<file path="config.mk">
export PLATFORM = sky130hd
export DESIGN_NAME = serial_image_loader
export DESIGN_NICKNAME = d
export VERILOG_FILES = /design/src/rtl/sil_pkg.sv /design/src/rtl/sil_datapath.sv /design/src/rtl/sil_ctrl.sv /design/src/rtl/serial_image_loader.sv
export SDC_FILE = /design/constraint.sdc
export NUM_CORES = 1
export LEC_CHECK = 0
export ABC_AREA = 1
export CORE_MARGIN = 2
export CORE_UTILIZATION = 50
export DETAILED_ROUTE_END_ITERATION = 12
export DONT_BUFFER_PORTS = 1
export HOLD_SLACK_MARGIN = 0.05
export PLACE_DENSITY = 0.73
export SLEW_MARGIN = 10
export SYNTH_ARGS = -nofsm -noshare
export SYNTH_HDL_FRONTEND = slang
export SYNTH_SLANG_ARGS = --single-unit
</file>
<file path="constraint.sdc">
create_clock -name clk -period 1.8 [get_ports clk]
set_input_delay 0.54 -clock clk [delete_from_list [all_inputs] [get_ports clk]]
set_output_delay 0.54 -clock clk [all_outputs]
set_load 0.01 [all_outputs]
</file>
<file path="src/rtl/sil_pkg.sv">
package sil_pkg;

  typedef enum logic [2:0] {
    RX_IDLE  = 3'd0,
    RX_START = 3'd1,
    RX_DATA  = 3'd2,
    RX_STOP  = 3'd3,
    RX_BREAK = 3'd4,
    RUN      = 3'd5
  } ctrlState_t;

  // control -> datapath
  typedef struct packed {
    logic clrBaud;
    logic shiftBit;
    logic takeByte;
    logic clrIdle;
    logic runIdle;
  } strobes_t;

  // datapath -> control
  typedef struct packed {
    logic rxLevel;
    logic halfHit;
    logic fullHit;
    logic lastBit;
    logic idleDone;
  } flags_t;

endpackage

</file>
<file path="src/rtl/sil_datapath.sv">
module sil_datapath
  import sil_pkg::*;
#(
  parameter int CLKS_PER_BIT = 434,
  parameter int IDLE_CYCLES  = 25000001,
  parameter int ADDR_W       = 14,
  parameter int DATA_W       = 32,
  parameter int SYNC_STAGES  = 2
) (
  input  logic              clk,
  input  logic              rstN,
  input  logic              rxIn,
  input  strobes_t          stb,
  output flags_t            flg,
  output logic [ADDR_W-1:0] memAddr,
  output logic [DATA_W-1:0] memWData,
  output logic              memWe
);

  localparam int HALF_BIT = CLKS_PER_BIT / 2;
  localparam int BAUD_W   = $clog2(CLKS_PER_BIT + 1);
  localparam int IDLE_W   = $clog2(IDLE_CYCLES + 1);
  localparam int BYTES    = DATA_W / 8;
  localparam int LANE_W   = (BYTES > 1) ? $clog2(BYTES) : 1;

  // input synchronizer, idle level is high
  logic [SYNC_STAGES-1:0] syncReg;
  always_ff @(posedge clk) begin
    if (!rstN) syncReg <= '1;
    else       syncReg <= {syncReg[SYNC_STAGES-2:0], rxIn};
  end
  assign flg.rxLevel = syncReg[SYNC_STAGES-1];

  // bit period timer
  logic [BAUD_W-1:0] baudCnt;
  always_ff @(posedge clk) begin
    if (!rstN || stb.clrBaud) baudCnt <= '0;
    else                      baudCnt <= baudCnt + BAUD_W'(1);
  end
  assign flg.halfHit = (baudCnt == BAUD_W'(HALF_BIT - 1));
  assign flg.fullHit = (baudCnt == BAUD_W'(CLKS_PER_BIT - 1));

  // data bit shifter, LSB first on the line
  logic [2:0] bitIdx;
  logic [7:0] shiftReg;
  always_ff @(posedge clk) begin
    if (!rstN) begin
      bitIdx   <= '0;
      shiftReg <= '0;
    end else if (stb.shiftBit) begin
      bitIdx   <= bitIdx + 3'd1;
      shiftReg <= {flg.rxLevel, shiftReg[7:1]};
    end
  end
  assign flg.lastBit = (bitIdx == 3'd7);

  // byte to word assembly
  logic [LANE_W-1:0] lane;
  logic [DATA_W-1:0] wordBuf;
  logic [DATA_W-1:0] fullWord;
  logic              wordDone;

  assign wordDone = stb.takeByte && (lane == LANE_W'(BYTES - 1));

  for (genvar g = 0; g < BYTES; g++) begin : g_lane
    always_ff @(posedge clk) begin
      if (!rstN)                                    wordBuf[g*8 +: 8] <= '0;
      else if (stb.takeByte && lane == LANE_W'(g))  wordBuf[g*8 +: 8] <= shiftReg;
    end
  end

  always_comb begin
    fullWord = wordBuf;
    fullWord[(BYTES-1)*8 +: 8] = shiftReg;
  end

  always_ff @(posedge clk) begin
    if (!rstN) begin
      lane <= '0;
    end else if (stb.takeByte) begin
      lane <= wordDone ? '0 : lane + LANE_W'(1);
    end
  end

  // registered memory write port
  logic [ADDR_W-1:0] addrCnt;
  always_ff @(posedge clk) begin
    if (!rstN) begin
      addrCnt  <= '0;
      memAddr  <= '0;
      memWData <= '0;
      memWe    <= 1'b0;
    end else begin
      memWe <= wordDone;
      if (wordDone) begin
        memAddr  <= addrCnt;
        memWData <= fullWord;
        addrCnt  <= addrCnt + ADDR_W'(1);
      end
    end
  end

  // quiet-line timer, saturates at the limit
  logic [IDLE_W-1:0] idleCnt;
  always_ff @(posedge clk) begin
    if (!rstN || stb.clrIdle)          idleCnt <= '0;
    else if (stb.runIdle && !flg.idleDone) idleCnt <= idleCnt + IDLE_W'(1);
  end
  assign flg.idleDone = (idleCnt == IDLE_W'(IDLE_CYCLES));

endmodule

</file>
<file path="src/rtl/sil_ctrl.sv">
module sil_ctrl
  import sil_pkg::*;
(
  input  logic     clk,
  input  logic     rstN,
  input  flags_t   flg,
  output strobes_t stb,
  output logic     coreHold,
  output logic     startPulse,
  output logic     loadActive
);

  ctrlState_t state, nextState;
  logic       gotByte;
  logic       releaseNow;

  always_comb begin
    stb        = '0;
    releaseNow = 1'b0;
    nextState  = state;
    unique case (state)
      RX_IDLE: begin
        stb.clrBaud = 1'b1;
        if (!flg.rxLevel) begin
          stb.clrIdle = 1'b1;
          nextState   = RX_START;
        end else if (gotByte) begin
          stb.runIdle = 1'b1;
          if (flg.idleDone) begin
            releaseNow = 1'b1;
            nextState  = RUN;
          end
        end
      end
      RX_START: begin
        if (flg.halfHit) begin
          stb.clrBaud = 1'b1;
          nextState   = flg.rxLevel ? RX_IDLE : RX_DATA;
        end
      end
      RX_DATA: begin
        if (flg.fullHit) begin
          stb.shiftBit = 1'b1;
          stb.clrBaud  = 1'b1;
          if (flg.lastBit) nextState = RX_STOP;
        end
      end
      RX_STOP: begin
        if (flg.fullHit) begin
          stb.clrBaud = 1'b1;
          if (flg.rxLevel) begin
            stb.takeByte = 1'b1;
            nextState    = RX_IDLE;
          end else begin
            nextState = RX_BREAK;
          end
        end
      end
      RX_BREAK: begin
        stb.clrBaud = 1'b1;
        if (flg.rxLevel) nextState = RX_IDLE;
      end
      RUN: begin
        stb.clrBaud = 1'b1;
      end
      default: nextState = RX_IDLE;
    endcase
  end

  always_ff @(posedge clk) begin
    if (!rstN) begin
      state      <= RX_IDLE;
      gotByte    <= 1'b0;
      startPulse <= 1'b0;
    end else begin
      state      <= nextState;
      gotByte    <= gotByte | stb.takeByte;
      startPulse <= releaseNow;
    end
  end

  assign coreHold   = (state != RUN);
  assign loadActive = gotByte && (state != RUN);

endmodule

</file>
<file path="src/rtl/serial_image_loader.sv">
module serial_image_loader
  import sil_pkg::*;
#(
  parameter int CLK_HZ      = 50000000,
  parameter int BAUD        = 115200,
  parameter int IDLE_MS     = 500,
  parameter int ADDR_W      = 14,
  parameter int DATA_W      = 32,
  parameter int SYNC_STAGES = 2
) (
  input  logic              clk,
  input  logic              rstN,
  input  logic              rxIn,
  output logic [ADDR_W-1:0] memAddr,
  output logic [DATA_W-1:0] memWData,
  output logic              memWe,
  output logic              coreHold,
  output logic              startPulse,
  output logic              loadActive
);

  localparam int CLKS_PER_BIT = CLK_HZ / BAUD;
  localparam int IDLE_CYCLES  = (CLK_HZ / 1000) * IDLE_MS + 1;

  strobes_t stb;
  flags_t   flg;

  sil_datapath #(
    .CLKS_PER_BIT (CLKS_PER_BIT),
    .IDLE_CYCLES  (IDLE_CYCLES),
    .ADDR_W       (ADDR_W),
    .DATA_W       (DATA_W),
    .SYNC_STAGES  (SYNC_STAGES)
  ) u_dp (
    .clk      (clk),
    .rstN     (rstN),
    .rxIn     (rxIn),
    .stb      (stb),
    .flg      (flg),
    .memAddr  (memAddr),
    .memWData (memWData),
    .memWe    (memWe)
  );

  sil_ctrl u_ctrl (
    .clk        (clk),
    .rstN       (rstN),
    .flg        (flg),
    .stb        (stb),
    .coreHold   (coreHold),
    .startPulse (startPulse),
    .loadActive (loadActive)
  );

endmodule

</file>
==> out/metrics.csv, run 1 <==
stage,metric,value,unit
yosys,async_flop_share,0,%
power_and_ir_drop,power,6.64,mW
sta,fmax,590,MHz
route,via_per_inst,5.13,
cells_and_area,multi_input_area,3060,um2
yosys,synth_largest_area_cell,dfxtp_1,
cells_and_area,syn_to_final_growth,16.2,%
cells_and_area,drive_gt1_share,10.2,%
worst_hold_path,min_path_cells,1,
worst_hold_path,hold_start,rxIn,
clock_tree,clockRootBuffer,clkbuf_16,
setup_path,timing.rr.start,u_dp.baudCnt[1]$_SDFF_PP0_,
clock_tree,clock_sinks,139,
clock_tree,clk_pin_slew_worst_paths,0.06,ns
cells_and_area,fill_cells,1145,
grt,grt_max_degree,65,
die,core_area,12500,um2
clock_tree,ctsLongestPathBuffers,2,
grt,grt_use_total,21.5,%
die,die_w,117,um
route,dr.pass1.iters,4,
clock_tree,h-tree-depth,4,
place,routabilityCongestion,0.910,
yosys,ys_ff_latch,139,
route,wl_per_cell,13.4,um
grt,overflow,0,
clock_tree,cts_buffers,17,
yosys,syn_avg_cell_area,7.11,um2
grt,grt_pass1_wl,23100,um
power_and_ir_drop,power.leakage,2.77,nW
place,port_buffers,0,
power_and_ir_drop,ir_drop,700,uV
yosys,ys_seq_area_share,43.9,%
yosys,synth_area_leaders,"dfxtp_1, nand2_1, nor2_1, a21oi_1, inv_1",
yosys,netlist_instances,891,
yosys,synth.most_common_cell,nand2_1,
die,die_h,117,um
sta,hold_violations,0,
yosys,yosys.area.top_type_share,43.9,%
flow_run,maxCapViolations,0,
worst_hold_path,min_to,u_dp.syncReg[0]$_SDFF_PN1_,
die,boundaryPins,53,
cells_and_area,antennaDiodeCount,0,
yosys,synthFlopType,dfxtp_1,
grt,antenna_found_initial,0,
cells_and_area,regArea,2790,um2
setup_path,crit_type,flop to flop,
cells_and_area,nets,923,
sta,rsz0062_at_grt,true,
sta,min_period_over_period,94.1,%
yosys,synth_common_cells,"nand2_1, dfxtp_1, nor2_1, a21oi_1, inv_1",
sta,slew_headroom,70.2,%
setup_path,r2r_setup_slack,0.11,ns
setup_path,rr_worst_depth,11,
yosys,synth_nets,906,
route,drc,0,
setup_path,startpoint_type,flop,
run_status,status,completed,
route,dr_total_vias,5610,
sta,period_needed,1.69,ns
sta,worstMarginPinSlew,0.446,ns
sta,setup_viol,0,
worst_hold_path,hold_path_class,input pin to flop,
route,routed_wl,14600,um
yosys,synth_area,6340,um2
setup_path,rr_endpoint,u_dp.memWData[7]$_SDFFE_PN0P_,
setup_path,end_kind,flop,
die,die_area,13600,um2
grt,grt_pass1_vias,4944,
clock_tree,worstSkewPairLatency,0.42,ns
sta,slew_violations,0,
clock_tree,tritoncts,yes,
route,ant_nets,0,
route,drtIter0Drc,416,
sta,finalSetupTns,0,ns
yosys,synth_enable_flop_cells,0,
yosys,synth_cell_type_count,31,
setup_path,critPathMaxFanout,12,
die,start_util,50.6,%
power_and_ir_drop,power_density,902,nW/um2
setup_path,worstPathRequired,2.15,ns
sta,clock_skew,0.0106,ns
die,rows,41,
place,dp_hpwl,9540,um
yosys,ys_warn_count,0,
setup_path,cp.arrival,2.04,ns
==> final cells by class <==
cell class	instances	area share, %
Multi-Input combinational cell	622	41.6
Clock buffer	22	6.44
Tap cell	172	2.92
Sequential cell	139	37.9
Inverter	93	4.81
Clock inverter	10	1.09
Timing Repair Buffer	35	5.30
==> through the flow <==
step,area (um2),utilization (%),setup slack [ns],hold slack [ns],instances
global route,7360,58.8,-0.0232,0.214,1093
global placement,6590,52.6,0.0828,0.410,1051
finish,7360,58.8,0.106,0.224,1093
detailed placement,6590,52.6,0.0702,0.401,1051
floorplan,6340,-,0.231,0.393,891
CTS,7150,57.1,0.0287,0.214,1083
==> per-layer routing <==
layer	vias to the layer above	global-route usage (%)	routed length, um
met1	2513	29.7	7050
met5	-	0	0
met2	147	32.5	6470
met3	19	5.60	911
met4	0	7.69	197
li1	2931	-	-
==> state kept, by name (all words and copies together) (netlist names) <==
| signal | cells |
|---|---|
| u_dp.memWData | 32 |
| u_dp.idleCnt | 25 |
| u_dp.fullWord | 24 |
| u_dp.addrCnt | 14 |
| u_dp.memAddr | 14 |
| u_dp.baudCnt | 9 |
| u_dp.shiftReg | 8 |
| u_ctrl.state | 3 |
| u_dp.bitIdx | 3 |
| u_dp.lane | 2 |
| u_dp.syncReg | 2 |
| u_ctrl.gotByte | 1 |
| u_ctrl.startPulse | 1 |
| u_dp.memWe | 1 |
==> report_power, final <==
group | switching, mW | internal [mW] | leakage [nW] | total [mW]
Sequential | 0.0239 | 3.10 | 1.12 | 3.12
Combinational | 0.192 | 0.0907 | 1.38 | 0.283
Clock | 1.34 | 1.89 | 0.265 | 3.24
Total | 1.56 | 5.08 | 2.77 | 6.64
==> layout by cell type (no fill, tap or decap), drive strengths merged, types with 2 or more instances in the layout <==
cell type | Yosys | final
nand3b | 7 | 7
ha | 12 | 12
nor2 | 139 | 139
or2 | 2 | 2
a21oi | 89 | 89
nand3 | 50 | 50
nand4 | 12 | 12
xor2 | 10 | 10
clkinvlp | 0 | 3
a211oi | 25 | 25
clkbuf | 17 | 26
nor3 | 6 | 6
buf | 20 | 31
dfxtp | 139 | 139
xnor2 | 11 | 11
o21ai | 66 | 66
nand2 | 190 | 190
clkinv | 1 | 4
inv | 92 | 96
==> how the worst max path moves through the flow <==
stage                                 startpoint                        endpoint  slack, ns  depth (start not counted)
floorplan           u_dp.idleCnt[0]$_SDFFE_PP0P_   u_dp.idleCnt[16]$_SDFFE_PP0P_       0.23                          8
global placement    u_ctrl.state[2]$_SDFFE_PN0P_    u_dp.idleCnt[1]$_SDFFE_PP0P_       0.08                          8
detailed placement  u_ctrl.state[2]$_SDFFE_PN0P_   u_dp.idleCnt[22]$_SDFFE_PP0P_       0.07                          7
CTS                 u_ctrl.state[2]$_SDFFE_PN0P_                      loadActive       0.03                          3
global route          u_dp.baudCnt[1]$_SDFF_PP0_  u_dp.memWData[23]$_SDFFE_PN0P_      -0.02                         11
finish                u_dp.baudCnt[1]$_SDFF_PP0_   u_dp.memWData[7]$_SDFFE_PN0P_       0.11                         11
==> critical path, cell delays in order (launching register included) <==
cell and delay (ns):
dfxtp_2 0.33, inv_2 0.06, ha_2 0.17, nand2_1 0.06, nor2_2 0.09, nand2_2 0.10, nor2_4 0.17, nand2_2 0.09
clkinv_4 0.14, clkbuf_16 0.19, o21ai_0 0.08, a21oi_1 0.14
==> cells by family (layout without fill, tap and decap cells) <==
logic type      after synthesis  in the layout  synth area share [%]
compound gates              182            182                  15.4
flops                       139            139                  43.9
fa+ha+maj                    12             12                  2.37
buf+inv                     130            160                  8.47
simple gates                407            407                  26.9
xor+xnor                     21             21                  2.90
==> timing repair <==
item	CTS	global route
gates cloned	0	6
gates resized for setup	1	17
setup buffers	0	4
pin swaps	0	5
endpoints found under the setup margin	1	97
hold buffers	0	0
hold endpoints to repair	0	0
(Power assumes the default switching activity.)
==> inputs of run 2 (changes only) <==
RECOVER_POWER = 25   (was default)
==> run 2 against run 1 <==
Net effect:
- routed wire length is essentially flat
- critical endpoint is now loadActive
- sequential power barely moved
- clock-buffer cell count did not move
- global-route usage unchanged
==> out/metrics.csv, run 2 (synthesis results as in run 1) <==
stage,metric,value,unit
run_status,status,completed,
cells_and_area,final_util,58.8,%
grt,grt_use_total,21.5,%
die,core_area,12500,um2
clock_tree,ctsLongestPathBuffers,2,
cells_and_area,syn_to_final_growth,16.1,%
cells_and_area,final_cell_mix,"nand2_1, dfxtp_1, nor2_1",
setup_path,crit_type,flop to output pin,
place,dp_slack,0.0702,ns
sta,slew_violations,0,
route,drtIter0Drc,364,
grt,grt_pass1_wl,23100,um
setup_path,end_kind,output pin,
sta,fmax,590,MHz
cells_and_area,antennaDiodeCount,0,
place,numPlacedInstances,1051,
clock_tree,h-tree-depth,4,
route,drc,0,
sta,period_needed,1.69,ns
flow_run,maxCapViolations,0,
grt,use_met1,29.7,%
clock_tree,clock_sinks,139,
setup_path,cp.arrival,1.15,ns
power_and_ir_drop,power.leakage,2.76,nW
sta,setup_viol,0,
clock_tree,worstSkewPairLatency,0.43,ns
grt,overflow,0,
route,ant_nets,0,
die,die_h,117,um
cells_and_area,nets,923,
clock_tree,cts_buffers,17,
clock_tree,clk_pin_slew_worst_paths,0.06,ns
sta,slew_headroom,59.6,%
power_and_ir_drop,pwr-share-seq,47.0,%
place,dp_hpwl,9540,um
cells_and_area,regArea,2790,um2
sta,worstMarginPinSlew,0.606,ns
power_and_ir_drop,clockPowerShare,48.8,%
cells_and_area,final_cells,1093,
setup_path,critPathSlowestCell,dfxtp_2,
route,dr_total_vias,5614,
setup_path,slowest_delay,0.34,ns
power_and_ir_drop,ir_drop,702,uV
place,port_buffers,0,
clock_tree,tritoncts,yes,
sta,rsz0062_at_grt,true,
setup_path,worstPathRequired,1.26,ns
worst_hold_path,hold_path_class,input pin to flop,
cells_and_area,fill_cells,1147,
setup_path,critPathMaxFanout,7,
die,start_util,50.6,%
setup_path,startpoint_type,flop,
sta,clock_skew,0.0125,ns
grt,grt_max_degree,65,
die,boundaryPins,53,
grt,grt_pass1_vias,4944,
power_and_ir_drop,p_int,5.08,mW
die,die_w,117,um
cells_and_area,drive_gt1_share,9.99,%
sta,min_period_over_period,94.1,%
cells_and_area,regMostFlops,u_dp.memWData,
cells_and_area,final_common_cell,nand2_1,
die,rows,41,
power_and_ir_drop,power_switching,1.56,mW
route,routed_wl,14600,um
cells_and_area,largest_reg_flops,32,
sta,worst_slack,0.106,ns
route,via_per_inst,5.14,
grt,antenna_found_initial,0,
route,wl_per_cell,13.4,um
power_and_ir_drop,switching_share,23.5,%
place,routabilityCongestion,0.910,
grt,gr-max-usage-layer,met2,
route,dr.pass1.iters,5,
die,die_area,13600,um2
clock_tree,clockRootBuffer,clkbuf_16,
power_and_ir_drop,pwr-share-comb,4.2,%
power_and_ir_drop,power_density,903,nW/um2
sta,hold_violations,0,
grt,gr-usage-met2,32.5,%
cells_and_area,multi_input_area,3060,um2
setup_path,crit_chain,inv_2 > nand3_4 > nand2_1 > inv_1,
grt,use_met3,5.60,%
[run 2: changes by cell type in the layout (fill, tap and decap cells not counted)]
cell / delta
buf_4: -2
clkbuf_1: +2
[run 2: metal layers]
| layer | vias to the layer above | share of wire, % |
|---|---|---|
| met4 | 0 | 1.3 |
| met5 | - | 0 |
| li1 | 2929 | - |
| met2 | 154 | 44 |
| met3 | 17 | 6.3 |
| met1 | 2514 | 48 |
[run 2: per-stage QoR]
step	cell area, um2	total power [mW]	TNS [ns]	hold WS (ns)
2_1_floorplan	6340	3.40	0	0.393
4_1_cts	7150	6.68	0	0.214
5_1_grt	7350	6.88	-0.160	0.214
3_5_place_dp	6590	3.46	0	0.401
6_report	7350	6.64	0	0.220
3_3_place_gp	6590	3.45	0	0.410
[run 2: final cells by class]
cell class / instances / area share (%)
Timing Repair Buffer: 35 / 5.21
Multi-Input combinational cell: 622 / 41.6
Clock inverter: 10 / 1.09
Tap cell: 172 / 2.93
Inverter: 93 / 4.81
Sequential cell: 139 / 37.9
Clock buffer: 22 / 6.45
[run 2: critical path, delay by kind of cell, from the launching register on]
family / cells / cell delay [ns]
simple gates: 2 / 0.20
buf+inv: 2 / 0.20
flops: 1 / 0.34
[run 2: power groups by stage]
stage / Sequential (mW) / Combinational, mW / Clock, mW
detailed placement: 3.18 / 0.272 / 0
CTS: 3.12 / 0.276 / 3.29
finish: 3.12 / 0.281 / 3.24
global route: 3.12 / 0.328 / 3.43
floorplan: 3.18 / 0.219 / 0
global placement: 3.18 / 0.270 / 0
[run 2: worst paths after layout]
| check | end | cells after the start | from | slack, ns |
|---|---|---|---|---|
| max reg2reg | u_dp.memWData[7]$_SDFFE_PN0P_ | 11 | u_dp.baudCnt[1]$_SDFF_PP0_ | 0.11 |
| max | loadActive | 4 | u_ctrl.state[1]$_SDFFE_PN0P_ | 0.11 |
| min | u_dp.syncReg[0]$_SDFF_PN1_ | 1 | rxIn | 0.22 |
| min reg2reg | u_dp.syncReg[1]$_SDFF_PN1_ | 1 | u_dp.syncReg[0]$_SDFF_PN1_ | 0.42 |
[run 2: timing repair]
| action | in CTS | in global routing |
|---|---|---|
| hold buffers | 0 | 0 |
| buffers inserted | 0 | 4 |
| pin swaps | 0 | 5 |
| hold endpoints to repair | 0 | 0 |
| endpoints found under the setup margin | 1 | 97 |
| cloned | 0 | 6 |
| resized for setup | 1 | 17 |
